$ cat config.mk
export PLATFORM = sky130hd
export DESIGN_NAME = rc_cmd_mixer
export DESIGN_NICKNAME = d
export VERILOG_FILES = /design/src/rtl/rc_mix_pkg.sv /design/src/rtl/rc_pulse_meas.sv /design/src/rtl/rc_width_to_cmd.sv /design/src/rtl/rc_cmd_mix.sv /design/src/rtl/rc_cmd_mixer.sv
export SDC_FILE = /design/constraint.sdc
export NUM_CORES = 1
export LEC_CHECK = 0
export BUFFER_PORTS_ARGS = -buffer_cell sky130_fd_sc_hd__buf_2
export CORE_MARGIN = 3
export CORE_UTILIZATION = 70
export DETAILED_ROUTE_END_ITERATION = 10
export PLACE_DENSITY = 0.95
export SLEW_MARGIN = 10
export SYNTH_ARGS = -nofsm -noshare
export SYNTH_HDL_FRONTEND = slang
export SYNTH_SLANG_ARGS = --single-unit
$ cat constraint.sdc
create_clock -name clk_i -period 38.5 [get_ports clk_i]
set_clock_uncertainty 0.05 [all_clocks]
set_input_delay 7.7 -clock clk_i [delete_from_list [all_inputs] [get_ports clk_i]]
set_output_delay 7.7 -clock clk_i [all_outputs]
set_load 0.005 [all_outputs]
$ cat src/rtl/rc_mix_pkg.sv
`timescale 1ns/1ps
package rc_mix_pkg;
  localparam int CMD_W   = 10;
  localparam int CMD_MAX = 2 ** (CMD_W - 1) - 1;

  typedef logic signed [CMD_W-1:0] cmd_t;
  typedef enum logic [1:0] {MODE_DIRECT, MODE_MIX, MODE_COMBINE} mode_e;

  function automatic cmd_t sat_cmd(input logic signed [CMD_W:0] v);
    if (v > CMD_MAX)       return cmd_t'(CMD_MAX);
    else if (v < -CMD_MAX) return cmd_t'(-CMD_MAX);
    else                   return cmd_t'(v);
  endfunction
endpackage

$ cat src/rtl/rc_pulse_meas.sv
`timescale 1ns/1ps
module rc_pulse_meas #(
  parameter int MIN_US     = 1100,
  parameter int MAX_US     = 1900,
  parameter int TIMEOUT_US = 50000,
  parameter int W_W        = 11
) (
  input  logic           clk_i,
  input  logic           rst_ni,
  input  logic           tick_i,
  input  logic           pulse_i,
  output logic [W_W-1:0] width_o,
  output logic           valid_o
);
  localparam int G_W = $clog2(TIMEOUT_US + 1);
  localparam logic [W_W-1:0] W_SAT = '1;

  logic [2:0]     sync_q;
  logic [W_W-1:0] cnt_q;
  logic [G_W-1:0] gap_q;
  logic           lvl, rise, fall, timed_out, in_range;

  assign lvl       = sync_q[1];
  assign rise      = sync_q[1] & ~sync_q[2];
  assign fall      = ~sync_q[1] & sync_q[2];
  assign timed_out = (gap_q == G_W'(TIMEOUT_US));
  assign in_range  = (cnt_q >= W_W'(MIN_US)) && (cnt_q <= W_W'(MAX_US));

  always_ff @(posedge clk_i or negedge rst_ni) begin
    if (!rst_ni) sync_q <= '0;
    else         sync_q <= {sync_q[1:0], pulse_i};
  end

  // width in ticks while high, saturating
  always_ff @(posedge clk_i or negedge rst_ni) begin
    if (!rst_ni)                              cnt_q <= '0;
    else if (rise)                            cnt_q <= tick_i ? W_W'(1) : '0;
    else if (lvl && tick_i && cnt_q != W_SAT) cnt_q <= cnt_q + 1'b1;
  end

  // ticks since last rising edge
  always_ff @(posedge clk_i or negedge rst_ni) begin
    if (!rst_ni)                     gap_q <= '0;
    else if (rise)                   gap_q <= '0;
    else if (tick_i && !timed_out)   gap_q <= gap_q + 1'b1;
  end

  always_ff @(posedge clk_i or negedge rst_ni) begin
    if (!rst_ni) begin
      width_o <= '0;
      valid_o <= 1'b0;
    end else if (fall) begin
      width_o <= cnt_q;
      valid_o <= in_range;
    end else if (timed_out) begin
      valid_o <= 1'b0;
    end
  end


  valid_in_window_chk: assert property (@(posedge clk_i) disable iff (!rst_ni)
    valid_o |-> (width_o >= W_W'(MIN_US) && width_o <= W_W'(MAX_US)));

  timeout_drop_chk: assert property (@(posedge clk_i) disable iff (!rst_ni)
    (timed_out && !fall) |=> !valid_o);
endmodule

$ cat src/rtl/rc_width_to_cmd.sv
`timescale 1ns/1ps
module rc_width_to_cmd
  import rc_mix_pkg::*;
#(
  parameter int CENTER_US = 1500,
  parameter int SPAN_US   = 400,
  parameter int W_W       = 11
) (
  input  logic [W_W-1:0] width_i,
  output cmd_t           cmd_o
);
  localparam int PW = W_W + CMD_W + 2;

  logic signed [PW-1:0] diff, prod, quo;

  always_comb begin
    diff = $signed(PW'(width_i)) - $signed(PW'(CENTER_US));
    prod = diff * $signed(PW'(CMD_MAX));
    quo  = prod / $signed(PW'(SPAN_US));
    if (quo > CMD_MAX)       cmd_o = cmd_t'(CMD_MAX);
    else if (quo < -CMD_MAX) cmd_o = cmd_t'(-CMD_MAX);
    else                     cmd_o = cmd_t'(quo);
  end
endmodule

$ cat src/rtl/rc_cmd_mix.sv
`timescale 1ns/1ps
module rc_cmd_mix
  import rc_mix_pkg::*;
(
  input  logic clk_i,
  input  logic rst_ni,
  input  cmd_t c1_i,
  input  cmd_t c2_i,
  input  logic ok_i,
  input  logic mix_i,
  input  logic combine_i,
  input  logic invert_i,
  output cmd_t a_o,
  output cmd_t b_o,
  output logic fs_o
);
  mode_e mode;
  cmd_t  sum_c, dif_c, pa, pb, na, nb;

  always_comb begin
    if (mix_i)          mode = MODE_MIX;
    else if (combine_i) mode = MODE_COMBINE;
    else                mode = MODE_DIRECT;

    sum_c = sat_cmd((CMD_W+1)'(c2_i) + (CMD_W+1)'(c1_i));
    dif_c = sat_cmd((CMD_W+1)'(c2_i) - (CMD_W+1)'(c1_i));

    unique case (mode)
      MODE_MIX:     begin pa = sum_c; pb = dif_c; end
      MODE_COMBINE: begin pa = c1_i;  pb = c1_i;  end
      default:      begin pa = c1_i;  pb = c2_i;  end
    endcase

    if (invert_i && mode != MODE_COMBINE) begin
      na = -pb;
      nb = -pa;
    end else begin
      na = pa;
      nb = pb;
    end
  end

  always_ff @(posedge clk_i or negedge rst_ni) begin
    if (!rst_ni) begin
      a_o  <= '0;
      b_o  <= '0;
      fs_o <= 1'b1;
    end else begin
      a_o  <= ok_i ? na : '0;
      b_o  <= ok_i ? nb : '0;
      fs_o <= !ok_i;
    end
  end


  failsafe_zero_chk: assert property (@(posedge clk_i) disable iff (!rst_ni)
    fs_o |-> (a_o == '0 && b_o == '0));

  cmd_range_chk: assert property (@(posedge clk_i) disable iff (!rst_ni)
    (a_o >= -CMD_MAX && a_o <= CMD_MAX && b_o >= -CMD_MAX && b_o <= CMD_MAX));

  combine_equal_chk: assert property (@(posedge clk_i) disable iff (!rst_ni)
    ($past(combine_i) && !$past(mix_i)) |-> (a_o == b_o));
endmodule

$ cat src/rtl/rc_cmd_mixer.sv
`timescale 1ns/1ps
module rc_cmd_mixer
  import rc_mix_pkg::*;
#(
  parameter int MIN_US     = 1100,
  parameter int MAX_US     = 1900,
  parameter int CENTER_US  = 1500,
  parameter int SPAN_US    = 400,
  parameter int TIMEOUT_US = 50000
) (
  input  logic              clk_i,
  input  logic              rst_ni,
  input  logic              tick_i,
  input  logic              ch1_pulse_i,
  input  logic              ch2_pulse_i,
  input  logic              mix_i,
  input  logic              combine_i,
  input  logic              invert_i,
  output logic [CMD_W-1:0]  cmd_a_o,
  output logic [CMD_W-1:0]  cmd_b_o,
  output logic              failsafe_o
);
  localparam int NCH = 2;
  localparam int W_W = $clog2(MAX_US + 2);

  logic [NCH-1:0] pulse_w, ok_w;
  logic [W_W-1:0] width_w [NCH];
  cmd_t           cmd_w   [NCH];
  cmd_t           a_w, b_w;

  assign pulse_w = {ch2_pulse_i, ch1_pulse_i};

  for (genvar g = 0; g < NCH; g++) begin : g_ch
    rc_pulse_meas #(
      .MIN_US(MIN_US), .MAX_US(MAX_US), .TIMEOUT_US(TIMEOUT_US), .W_W(W_W)
    ) u_meas (
      .clk_i(clk_i), .rst_ni(rst_ni), .tick_i(tick_i), .pulse_i(pulse_w[g]),
      .width_o(width_w[g]), .valid_o(ok_w[g])
    );
    rc_width_to_cmd #(
      .CENTER_US(CENTER_US), .SPAN_US(SPAN_US), .W_W(W_W)
    ) u_conv (
      .width_i(width_w[g]), .cmd_o(cmd_w[g])
    );
  end

  rc_cmd_mix u_mix (
    .clk_i(clk_i), .rst_ni(rst_ni),
    .c1_i(cmd_w[0]), .c2_i(cmd_w[1]), .ok_i(&ok_w),
    .mix_i(mix_i), .combine_i(combine_i), .invert_i(invert_i),
    .a_o(a_w), .b_o(b_w), .fs_o(failsafe_o)
  );

  assign cmd_a_o = a_w;
  assign cmd_b_o = b_w;
endmodule

==> out/metrics.yaml <==
yosys:
  synth_edf_count: 0
  synth.yosys.seq_area_share_pct: 11.9
  synth_compound_area_share_pct: 29.7
  synthSimpleGateAreaFrac_pct: 22.9
  synthMuxAreaShare_pct: 2.84
  synth_fa_ha_area_share_pct: 17.8
  synthesis.area_um2: 22200
  ys_seq_elements: 105
  synth_nets: 3132
  synth_largest_area_cell: "dfrtp_1"
  yosysTopAreaCellShare_pct: 11.7
  synth_top_flop_cell: "dfrtp_1"
  syn_avg_cell_area_um2: 7.69
  ys_types: 131
  synthXorXnorAreaFrac_pct: 9.14
  synth_area_leaders: "dfrtp_1, fa_1, ha_1"
  async_flop_share_pct: 100
  synth-warning-count: 0
  synthCells: 2882
  synth_top_family_by_area: "compound AO/OA/AOI/OAI gates"
setup_path:
  crit_slowest_cell: "xnor2_1"
  max_stage_delay_ns: 0.99
  startpoint_type: "register"
  cp_top_family: "compound AO/OA/AOI/OAI gates"
  r2r_start: "g_ch[1].u_meas.width_o[3]"
  path_class: "reg2reg"
  crit_buf_inv: 6
  cp.required_ns: 38.76
  cp_common_cell: "nor2_1"
  arrival_ns: 25.13
  crit_start: "g_ch[1].u_meas.width_o[3]"
  critPathCaptureType: "register"
  crit_fanout: 27
grt:
  grt.overflow.total: 0
  grt_max_degree: 68
  grt_first_pass_wirelength_um: 109000
  met2_usage_pct: 61.8
  use_met3_pct: 6.53
  groute.usage.overall_pct: 38.1
  top_usage_layer: "met2"
  antenna_found_initial: 1
  gr-usage-met1_pct: 51.2
  grt_pass1_vias: 22200
run:
  max_cap_violations: 0
cts:
  cts.sinks: 105
  htreeDepth: 3
  clk_path_buf_depth: 2
  cts_hold_buf: 0
  cts_tree: "done"
  cts_setup_buffers: 0
  clk_pin_slew_ns: 0.08
  clk_latency_ns: 0.37
  cts_buffers: 9
  root_buffer: "clkbuf_16"
  cts_resized: 0
die:
  die-area_um2: 33800
  initial_core_util_pct: 71.7
  die_h_um: 184
  rows: 64
  core_um2: 30900
  design.portCount: 29
  fp.dieW_um: 184
route:
  wl_um: 66000
  ant_nets: 0
  vias: 23400
  viasPerCell: 7.21
  drtIter0Drc: 3504
  firstDrtPassIters: 7
  wire_per_inst_um: 20.4
  drc: 0
timing:
  grt_setup_unrepaired: "false"
  slew_violations: 0
  timing.fmax_ghz: 0.0402
  maxSlewHeadroom_pct: 16.8
  finalHoldViolations: 0
  tightest_slew_ns: 1.24
  finalCritPeriodShare_pct: 64.6
  fin_tns_setup_ns: 0
  setup_violations: 0
  period_minus_slack_ns: 24.88
placed_design:
  portBuffers: 28
  gp_congestion: 1.03
  dp_hpwl_um: 51000
worst_hold_path:
  min_from: "g_ch[0].u_meas.sync_q[0]"
  hold_path_class: "reg2reg"
cells_and_area:
  multi_input_area_um2: 18300
  fillCellCount: 2183
  syn_to_final_growth_pct: 2.84
  seq_area_um2: 2630
  layout_commonest_cell: "nor2_1"
  nets: 3088
  drive_gt1_share_pct: 7.18
  final_cell_mix: "nor2_1, nand2_1, inv_1, a21oi_1, o21ai_0"
run_status:
  status: "finished clean"
cell usage after synthesis (37+ instances only):
master	instances
nor2_1	288
o21ai_0	154
clkbuf_1	68
xnor2_1	124
nand4_1	39
a31oi_1	46
a21oi_1	182
and3_1	37
a21o_1	45
or3_1	41
a211oi_1	44
nand2_1	254
fa_1	118
dfrtp_1	104
inv_1	224
nor3_1	80
xor2_1	96
ha_1	124
nand3_1	83
o211ai_1	40
metrics by stage:
| stage | cells | area [µm²] | hold WS (ns) | worst slack (ns) | util, % |
|---|---|---|---|---|---|
| 2_1_floorplan | 2882 | 22200 | 0.281 | 17.46 | - |
| 3_3_place_gp | 3223 | 22500 | 0.284 | 14.93 | 72.7 |
| 3_5_place_dp | 3223 | 22500 | 0.287 | 13.71 | 72.7 |
| 4_1_cts | 3239 | 22800 | 0.304 | 13.49 | 73.7 |
| 5_1_grt | 3240 | 22800 | 0.307 | 11.47 | 73.7 |
| 6_report | 3241 | 22800 | 0.302 | 13.62 | 73.7 |
cells by family (layout without fill, tap and decap cells):
| kind of cell | after synthesis | count (layout) |
|---|---|---|
| muxes | 58 | 58 |
| DFF | 105 | 105 |
| xor gates and xnor gates | 226 | 226 |
| other | 0 | 2 |
| adders and majority gates | 245 | 245 |
| and+or+nand+nor | 1024 | 1024 |
| AOI/OAI and AO/OA | 901 | 901 |
| buffers and inverters | 323 | 284 |
sequential cells by signal, summed over array words and instances, names as in the netlist:
signal	cells
g_ch.u_meas.sync_q	6
u_mix.a_o	10
u_mix.b_o	10
g_ch.u_meas.valid_o	2
g_ch.u_meas.width_o	22
g_ch.u_meas.gap_q	32
g_ch.u_meas.cnt_q	22
u_mix.fs_o	1
cell type report:
cell class	count	share of cell area, %
inverter	227	3.74
sequential	105	11.5
clock buffer	10	1.05
multi-input combinational	2454	80.1
tap	396	2.18
clock inverter	6	0.286
timing repair buffer	41	1.05
antenna	2	0.0220
worst paths after layout:
check                                           end  slack (ns)  depth (start not counted)
max                                    u_mix.b_o[8]       13.62                         79
min                        g_ch[0].u_meas.sync_q[1]        0.30                          0
max reg2reg                            u_mix.b_o[8]       13.62                         79
min reg2reg                g_ch[0].u_meas.sync_q[1]        0.30                          0
max in group asynchronous              u_mix.b_o[2]       29.97                          2
min in group asynchronous  g_ch[1].u_meas.gap_q[11]        7.23                          1
layer usage:
metal	wire, µm	vias up
met5	0	-
li1	-	10500
met1	26400	11000
met3	6740	309
met4	2910	0
met2	30000	1576
worst register-to-register path: cells and delay by family (launching register included):
| kind | cells | cell delay (ns) |
|---|---|---|
| compound gates | 32 | 10.69 |
| mux | 3 | 0.97 |
| xor+xnor | 4 | 1.82 |
| flops | 1 | 0.52 |
| simple gates | 25 | 5.46 |
| buf+inv | 6 | 1.27 |
| fa+ha+maj | 9 | 4.09 |
Power is left out: the tool's default activity adds up to more than one toggle a clock period on the data nets, which glitch-free logic cannot reach.
